===== config.mk =====
export PLATFORM = sky130hd
export DESIGN_NAME = xlt_bulk_engine
export DESIGN_NICKNAME = d
export VERILOG_FILES = /design/src/rtl/xbe_pkg.sv /design/src/rtl/xbe_index_calc.sv /design/src/rtl/xbe_notify_fmt.sv /design/src/rtl/xlt_bulk_engine.sv
export SDC_FILE = /design/constraint.sdc
export NUM_CORES = 1
export LEC_CHECK = 0
export BUFFER_PORTS_ARGS = -buffer_cell sky130_fd_sc_hd__buf_2
export CAP_MARGIN = 20
export CORE_AREA = 5 5 221 223
export CTS_CLUSTER_DIAMETER = 50
export CTS_CLUSTER_SIZE = 24
export DETAILED_ROUTE_END_ITERATION = 8
export DIE_AREA = 0 0 226 228
export GPL_TIMING_DRIVEN = 0
export PLACE_DENSITY = 0.54
export SETUP_SLACK_MARGIN = 0.15
export SYNTH_ARGS = -nofsm -noshare
export SYNTH_HDL_FRONTEND = slang
export SYNTH_SLANG_ARGS = --single-unit

===== constraint.sdc =====
create_clock -name clk -period 10.3 [get_ports clk]
set_input_delay 2.06 -clock clk [delete_from_list [all_inputs] [get_ports clk]]
set_output_delay 2.06 -clock clk [all_outputs]
set_load 0.03 [all_outputs]

===== src/rtl/xbe_pkg.sv =====
package xbe_pkg;

  typedef enum logic [1:0] {
    OP_PUT  = 2'd0,
    OP_GET  = 2'd1,
    OP_FILL = 2'd2,
    OP_LIST = 2'd3
  } xbe_op_e;

  typedef enum logic [2:0] {
    S_IDLE  = 3'd0,
    S_WR    = 3'd1,
    S_RD    = 3'd2,
    S_RDW   = 3'd3,
    S_MREQ  = 3'd4,
    S_MWAIT = 3'd5,
    S_DONE  = 3'd6
  } xbe_state_e;

  localparam logic ST_OK    = 1'b0;
  localparam logic ST_PARAM = 1'b1;

endpackage


===== src/rtl/xbe_index_calc.sv =====
module xbe_index_calc #(
  parameter int ADDR_W      = 32,
  parameter int PAGE_SHIFT  = 12,
  parameter int NUM_ENTRIES = 12,
  parameter int IDX_W       = 4,
  parameter logic [ADDR_W-1:0] BUS_OFFSET = 'h0001_0000
) (
  input  logic [ADDR_W-1:0] addr,
  output logic [ADDR_W-1:0] aligned,
  output logic [IDX_W-1:0]  idx,
  output logic              oob
);
  localparam logic [ADDR_W-1:0] OFS_MASK = (ADDR_W'(1) << PAGE_SHIFT) - ADDR_W'(1);

  logic [ADDR_W-1:0] rel;
  logic [ADDR_W-1:0] page;

  always_comb begin
    aligned = addr & ~OFS_MASK;
    rel     = aligned - BUS_OFFSET;
    page    = rel >> PAGE_SHIFT;
    oob     = (page >= ADDR_W'(NUM_ENTRIES));
    idx     = page[IDX_W-1:0];
  end
endmodule


===== src/rtl/xbe_notify_fmt.sv =====
module xbe_notify_fmt #(
  parameter int DATA_W     = 64,
  parameter int PAGE_SHIFT = 12
) (
  input  logic [DATA_W-1:0] value,
  output logic [DATA_W-1:0] xlat,
  output logic [DATA_W-1:0] mask,
  output logic [1:0]        perm
);
  localparam logic [DATA_W-1:0] OFS_MASK = (DATA_W'(1) << PAGE_SHIFT) - DATA_W'(1);

  always_comb begin
    mask = OFS_MASK;
    xlat = value & ~OFS_MASK;
    perm = value[1:0];
  end
endmodule


===== src/rtl/xlt_bulk_engine.sv =====
module xlt_bulk_engine
  import xbe_pkg::*;
#(
  parameter int ADDR_W           = 32,
  parameter int DATA_W           = 64,
  parameter int PAGE_SHIFT       = 12,
  parameter int NUM_ENTRIES      = 12,
  parameter logic [ADDR_W-1:0] BUS_OFFSET = 'h0001_0000,
  parameter int MAX_LIST         = 512,
  parameter int LIST_ALIGN_SHIFT = 12,
  parameter int CNT_W            = 16,
  localparam int IDX_W = (NUM_ENTRIES > 1) ? $clog2(NUM_ENTRIES) : 1
) (
  input  logic              clk,
  input  logic              rst_n,
  input  logic              cmd_valid,
  input  logic [1:0]        cmd_op,
  input  logic [ADDR_W-1:0] cmd_ioba,
  input  logic [DATA_W-1:0] cmd_arg,
  input  logic [CNT_W-1:0]  cmd_npages,
  output logic              busy,
  output logic              done,
  output logic              status,
  output logic [DATA_W-1:0] rd_value,
  output logic              tbl_we,
  output logic              tbl_re,
  output logic [IDX_W-1:0]  tbl_idx,
  output logic [DATA_W-1:0] tbl_wdata,
  input  logic [DATA_W-1:0] tbl_rdata,
  output logic              mem_req_valid,
  input  logic              mem_req_ready,
  output logic [ADDR_W-1:0] mem_req_addr,
  input  logic              mem_rsp_valid,
  input  logic [DATA_W-1:0] mem_rsp_data,
  output logic              ntf_valid,
  output logic [ADDR_W-1:0] ntf_iova,
  output logic [DATA_W-1:0] ntf_xlat,
  output logic [DATA_W-1:0] ntf_mask,
  output logic [1:0]        ntf_perm
);
  localparam logic [ADDR_W-1:0] PAGE_BYTES = ADDR_W'(1) << PAGE_SHIFT;

  // reset: asserted asynchronously, released on the clock
  logic rst_meta_q, rst_q;
  always_ff @(posedge clk or negedge rst_n) begin
    if (!rst_n) begin
      rst_meta_q <= 1'b0;
      rst_q      <= 1'b0;
    end else begin
      rst_meta_q <= 1'b1;
      rst_q      <= rst_meta_q;
    end
  end

  xbe_state_e        state_q, state_n;
  xbe_op_e           op_q, op_n;
  logic [ADDR_W-1:0] addr_q, addr_n;
  logic [DATA_W-1:0] arg_q, arg_n;
  logic [DATA_W-1:0] wval_q, wval_n;
  logic [CNT_W-1:0]  rem_q, rem_n;
  logic [CNT_W-1:0]  lidx_q, lidx_n;
  logic              status_q, status_n;
  logic [DATA_W-1:0] rdv_q;
  logic              rdv_en;

  logic [ADDR_W-1:0] ix_aligned;
  logic [IDX_W-1:0]  ix_idx;
  logic              ix_oob;
  logic [ADDR_W-1:0] list_base;
  logic              np_zero, ptr_misal;

  xbe_index_calc #(
    .ADDR_W(ADDR_W), .PAGE_SHIFT(PAGE_SHIFT), .NUM_ENTRIES(NUM_ENTRIES),
    .IDX_W(IDX_W), .BUS_OFFSET(BUS_OFFSET)
  ) u_idx (
    .addr(addr_q), .aligned(ix_aligned), .idx(ix_idx), .oob(ix_oob)
  );

  xbe_notify_fmt #(.DATA_W(DATA_W), .PAGE_SHIFT(PAGE_SHIFT)) u_ntf (
    .value(wval_q), .xlat(ntf_xlat), .mask(ntf_mask), .perm(ntf_perm)
  );

  assign np_zero   = (cmd_npages == '0);
  assign ptr_misal = |cmd_arg[LIST_ALIGN_SHIFT-1:0];
  assign list_base = {arg_q[ADDR_W-1:2], 2'b00};

  always_comb begin
    state_n  = state_q;
    op_n     = op_q;
    addr_n   = addr_q;
    arg_n    = arg_q;
    wval_n   = wval_q;
    rem_n    = rem_q;
    lidx_n   = lidx_q;
    status_n = status_q;
    rdv_en   = 1'b0;
    tbl_we   = 1'b0;
    tbl_re   = 1'b0;
    mem_req_valid = 1'b0;
    unique case (state_q)
      S_IDLE: begin
        if (cmd_valid) begin
          op_n     = xbe_op_e'(cmd_op);
          addr_n   = cmd_ioba;
          arg_n    = cmd_arg;
          wval_n   = cmd_arg;
          rem_n    = cmd_npages;
          lidx_n   = '0;
          status_n = ST_OK;
          unique case (xbe_op_e'(cmd_op))
            OP_PUT: begin
              rem_n   = CNT_W'(1);
              state_n = S_WR;
            end
            OP_GET: state_n = S_RD;
            OP_FILL: begin
              if (np_zero || cmd_npages > CNT_W'(NUM_ENTRIES)) begin
                status_n = ST_PARAM;
                state_n  = S_DONE;
              end else begin
                state_n = S_WR;
              end
            end
            OP_LIST: begin
              if (np_zero || cmd_npages > CNT_W'(MAX_LIST) || ptr_misal) begin
                status_n = ST_PARAM;
                state_n  = S_DONE;
              end else begin
                state_n = S_MREQ;
              end
            end
            default: state_n = S_IDLE;
          endcase
        end
      end
      S_WR: begin
        if (ix_oob) begin
          status_n = ST_PARAM;
          state_n  = S_DONE;
        end else begin
          tbl_we = 1'b1;
          if (rem_q == CNT_W'(1)) begin
            state_n = S_DONE;
          end else begin
            rem_n   = rem_q - CNT_W'(1);
            addr_n  = addr_q + PAGE_BYTES;
            state_n = (op_q == OP_LIST) ? S_MREQ : S_WR;
          end
        end
      end
      S_MREQ: begin
        mem_req_valid = 1'b1;
        if (mem_req_ready) begin
          lidx_n  = lidx_q + CNT_W'(1);
          state_n = S_MWAIT;
        end
      end
      S_MWAIT: begin
        if (mem_rsp_valid) begin
          wval_n  = mem_rsp_data;
          state_n = S_WR;
        end
      end
      S_RD: begin
        if (ix_oob) begin
          status_n = ST_PARAM;
          state_n  = S_DONE;
        end else begin
          tbl_re  = 1'b1;
          state_n = S_RDW;
        end
      end
      S_RDW: begin
        rdv_en  = 1'b1;
        state_n = S_DONE;
      end
      S_DONE:  state_n = S_IDLE;
      default: state_n = S_IDLE;
    endcase
  end

  always_ff @(posedge clk or negedge rst_q) begin
    if (!rst_q) begin
      state_q  <= S_IDLE;
      op_q     <= OP_PUT;
      addr_q   <= '0;
      arg_q    <= '0;
      wval_q   <= '0;
      rem_q    <= '0;
      lidx_q   <= '0;
      status_q <= ST_OK;
      rdv_q    <= '0;
    end else begin
      state_q  <= state_n;
      op_q     <= op_n;
      addr_q   <= addr_n;
      arg_q    <= arg_n;
      wval_q   <= wval_n;
      rem_q    <= rem_n;
      lidx_q   <= lidx_n;
      status_q <= status_n;
      if (rdv_en) rdv_q <= tbl_rdata;
    end
  end

  assign busy         = (state_q != S_IDLE);
  assign done         = (state_q == S_DONE);
  assign status       = status_q;
  assign rd_value     = rdv_q;
  assign tbl_idx      = ix_idx;
  assign tbl_wdata    = wval_q;
  assign mem_req_addr = list_base + (ADDR_W'(lidx_q) << 3);
  assign ntf_valid    = tbl_we;
  assign ntf_iova     = ix_aligned;
endmodule


* Word-level counts from Yosys, hierarchy flattened
Index checks and enable logic that the tools add are counted.
** Operators by class
- Magnitude comparators :: 3
- Reduce and logical (&&, ||, !) cells :: 19
- Mux-type cells :: 37
- Add/sub/neg operators :: 5
- Eq/ne operators :: 17
** Operators with widths (count)
- two-way mux 64 bit :: 2
- one-hot mux 64 bit (2 select lines) :: 1
- two-way mux 16 bit :: 6
- two-way mux 32 bit :: 3
- one-hot mux 16 bit (2 select lines) :: 2
- one-hot mux 32 bit (2 select lines) :: 1
- adder 32 x 13 -> 32 bit, second input constant :: 1
- adder 32 x 19 -> 32 bit :: 1
- subtractor 32 x 17 -> 32 bit, second input constant :: 1
- two-way mux 3 bit :: 8
- greater-or-equal comparator 20 x 4 -> 1 bit, second input constant :: 1
- one-hot mux 3 bit (6 select lines) :: 1
- adder 16 x 1 -> 16 bit, second input constant :: 1
- equality test 16 x 1 -> 1 bit, second input constant :: 1
- > comparator 16 x 10 -> 1 bit, second input constant :: 1
- > comparator 16 x 4 -> 1 bit, second input constant :: 1
- logical NOT 16 bit :: 1
- subtractor 16 x 1 -> 16 bit, second input constant :: 1
- one-hot mux 3 bit (4 select lines) :: 1
- AND reduction 3 bit :: 4
- OR reduction 12 bit :: 1
- != test 2 bit, second input constant :: 5
- equality test 3 bit, second input constant :: 3
- two-way mux 1 bit :: 9
- other kinds (15) :: 24
** Word-level totals
- Register bits :: 232
- Output and inout port bits :: 333
- Input bits :: 247
- Word-level logic and storage cells :: 92

* Logic depth before layout (Yosys ltp)
- Depth in word-level cells :: 7
- Depth in mapped cells :: 9
- Mapped depth without buffers :: 9

* Modules after synthesis
A second synthesis with hierarchy kept.
** Unflattened totals
- Cells, all modules :: 1287
- Area total of the unflattened synthesis :: 12887.4 um2
** By module, submodules not included
- xlt_bulk_engine :: seq. area each 5755.5 um2, instances 1, cells each 1112, area an instance 11589.9 um2
- xbe_notify_fmt :: seq. area each 0.0 um2, instances 1, cells each 132, area an instance 983.4 um2
- xbe_index_calc :: seq. area each 0.0 um2, instances 1, cells each 43, area an instance 314.1 um2

* Worst setup path after synthesis
OpenSTA, ideal clock, no wires.
- Kind :: register to output
- Start :: register lidx_q[4]
- End :: output mem_req_addr[17]
- Stages on the path, launching flop included :: 8
- Slack :: 5.643 ns
- Data arrival time :: 2.597 ns
- Path buffers :: 0
- Data required time :: 8.240 ns
- Cells stage by stage :: dfrtp_1 -> ha_1 -> a21o_1 -> a21o_1 -> o31ai_1 -> o21ai_0 -> o2111a_1 -> a311oi_1
** Between the ends
- Longest elaborated chain between the ends :: 1
** RTL lines
- start, declared :: line xlt_bulk_engine.sv:61 : logic [CNT_W-1:0] lidx_q, lidx_n;
- start signal, assigned :: line xlt_bulk_engine.sv:200 : lidx_q <= lidx_n;
- adder 32 x 19 -> 32 bit :: line xlt_bulk_engine.sv:212 : assign mem_req_addr = list_base + (ADDR_W'(lidx_q) << 3);
- end, declared :: line xlt_bulk_engine.sv:32 : output logic [ADDR_W-1:0] mem_req_addr,
No other way between the ends.

* Worst setup path after layout
- Start :: register lidx_q[4]
- End :: output mem_req_addr[26]
The elaborated chain is that of the path after synthesis.

==> impl_metrics.ini <==
[synthesis]
yosys_most_used_dff = dfrtp_1
syn_area_sq_mm = 0.0120
synth_edf_count = 0
synthCells = 1266
syn_area_per_cell_sq_um = 9.50
synth.distinct_cells = 63
ys_ff_latch = 218
yosysSeqAreaShare_pct = 45.4
ys_warn_count = 0
synthArstFlopShare_pct = 100

[detailed_routing]
wl_mm = 47.1
dr.first_iter.drc_count = 558
ant_nets = 0
wl_per_cell_microns = 18.8
first_pass_iters = 5
drc = 0
vias = 11343
via_per_inst = 4.52

[global_routing]
antenna_found_initial = 11
track_usage_pct = 17.4
grt_remaining_overflow = 0
grt_pass1_vias = 11590
grt_pass1_wl_mm = 70.4
grt_max_degree = 66

[final_layout]
layout_common_cells = buf_2 (482), nand2_1 (222), dfrtp_1 (217), buf_4 (150), o21ai_0 (97)
instances_no_fill = 2508
fin_util_pct = 36.2
fin_nets = 2140
drive_gt1_share_pct = 40.6
layout_commonest_cell = buf_2
syn_to_final_growth_pct = 39.7

[setup_path]
critical_path_required_ns = 8.24
rr_startpoint = state_q[0]$_DFFE_PN0P_
startpoint = lidx_q[4]$_DFFE_PN0P_
crit_chain = ha_1 -> a21o_1 -> a31o_2 -> a311oi_1 -> o221a_2 -> nor3_1 -> xnor2_1 -> buf_2
path_max_fanout = 6
critical_path.slowest_cell = a311oi_1
crit_arrival_ns = 3.51
worst_setup_path_end_kind = output pin
start_kind = flip-flop
crit_buf_inv = 1
worstSetupPathType = flip-flop to output pin
slowest_delay_ns = 0.50
cpLargestDelayFamily = compound AO/OA/AOI/OAI gates

[clock_tree]
hold_buffers = 0
cts-resized-gates = 0
path_clk_slew_ns = 0.06
cts-root-buf = clkbuf_16
cts_tree = yes
htreeDepth = 2
numCtsBuffers = 34
clk_latency_ns = 0.53
clock_sinks = 218
post-cts-setup-buffers = 0
clk_path_buf_depth = 3

[sta]
worst_pin_slew_ns = 0.879
slew_viol_final = 0
hold_violations = 0
period_minus_slack_ns = 5.57
skew_ns = 0.0156
setup_tns_ns = 0
timing.final.crit_share_pct = 54.0
rsz0062_at_grt = false
setup-violations-final = 0
slew_headroom_pct = 41.4
max_freq_mhz = 180

[placed_design]
io_buffers = 477
gp_congestion = 0.869
dp_hpwl_mm = 38.1
post-place-cells = 2442

[floorplanning]
die_w_microns = 226
dieArea_sq_mm = 0.0515
rows = 79
num_io_pins = 580
die_h_microns = 228
start_util_pct = 25.9
core_area_sq_mm = 0.0464

[power_and_ir_drop]
p_leak_uw = 0.00897
pwr_density_cell_mw_per_mm2 = 340
peakVddDrop_v = 0.000185

[outcome]
status = complete, no violations

[hold_path]
hp-class = flip-flop to flip-flop
hp-start = rst_meta_q$_DFF_PN0_

[run]
cap_viol_max_count = 0
worst paths after layout:
path / endpoint / slack (ns) / cells after the start
setup / recovery: mem_req_addr[26] / 4.73 / 8
hold / removal: rst_q$_DFF_PN0_ / 0.36 / 0
setup reg to reg: tbl_wdata[56]$_DFFE_PN0P_ / 7.30 / 9
hold reg to reg: rst_q$_DFF_PN0_ / 0.36 / 0
max in group asynchronous: tbl_wdata[28]$_DFFE_PN0P_ / 8.75 / 2
min in group asynchronous: rd_value[24]$_DFFE_PN0P_ / 0.43 / 0
stage by stage:
step | setup WS (ns) | total power (uW) | hold WS, ns | area, sq um
finish | 4.73 | 5700 | 0.358 | 16800
global route | 4.58 | 6070 | 0.373 | 16800
CTS | 4.74 | 5790 | 0.362 | 16800
detailed placement | 5.33 | 4530 | 0.340 | 15600
global placement | 0.739 | 4500 | 0.337 | 15500
floorplan | 3.78 | 3550 | 0.331 | 12400
worst reg2reg max path: cells and delay by family (launching register included):
family          cells  cell delay, ns
compound gates      2            0.48
buf+inv             5            1.74
flops               1            0.37
simple gates        2            0.32
sequential cells by signal, indices dropped and copies added, names as in the netlist, 2 cells and up:
register and cells:
addr_q 20, arg_q 30, lidx_q 16, op_q 2, rd_value 64, rem_q 16
state_q 3, tbl_wdata 64
power breakdown:
part	internal, uW	leakage [uW]	total (uW)	switching, uW
registers	1250	0.00266	1590	342
logic	952	0.00574	2900	1950
clock network	759	0.000570	1210	455
cell families (layout without fill, tap and decap cells):
| logic type | Yosys count | in the layout | synth area share, % |
|---|---|---|---|
| AND/OR/NAND/NOR | 394 | 394 | 14.4 |
| other | 2 | 96 | 0.0625 |
| multiplexers | 131 | 131 | 11.6 |
| AO/OA/AOI/OAI | 231 | 231 | 11.4 |
| XOR/XNOR | 39 | 39 | 2.84 |
| adder cells (fa/ha/maj) | 22 | 22 | 2.35 |
| buffers and inverters | 229 | 770 | 11.9 |
| flip-flops | 218 | 218 | 45.4 |
synth_stat cells, drive strengths merged, types with 3 or more instances:
cell type  instances  area, sq um
a21o               5         37.5
a21oi             62          318
a2bb2oi            4         35.0
a311oi             3         26.3
a31oi             11         68.8
and3               5         31.3
buf              168         1210
clkbuf            45          169
dfrtp            218         5460
ha                21          263
inv               16         60.1
mux2              64          721
mux2i             67          671
nand2            222          833
nand3             25          125
nand3b             6         45.0
nand4             12         81.3
nor2              60          225
nor2b              3         18.8
nor3              21          105
nor4              12         75.1
nor4b              3         26.3
o21a               6         45.0
o21ai             99          495
o22a               4         35.0
o22ai              5         31.3
o2bb2ai            3         26.3
o31ai              6         45.0
or2                4         25.0
or3               10         62.6
or4                5         37.5
xnor2             15          131
xor2              24          210
area by class of cell:
cell class,count,area [sq um]
well taps,607,759
fillers,4835,29600
clock buffers,42,932
diodes,5,12.5
repair buffers,480,2460
multi-input cells,908,5460
clock inverters,19,264
flip-flops and latches,218,5460
plain buffers,213,1380
inverters,16,60.1
per-layer routing:
layer,vias up,track usage (%),wire length [microns]
met1,5417,20.8,18700
met2,475,29.8,22800
li1,5358,-,-
met4,10,5.79,1330
met3,83,5.46,4240
met5,-,0,54
(Power assumes the default switching activity.)
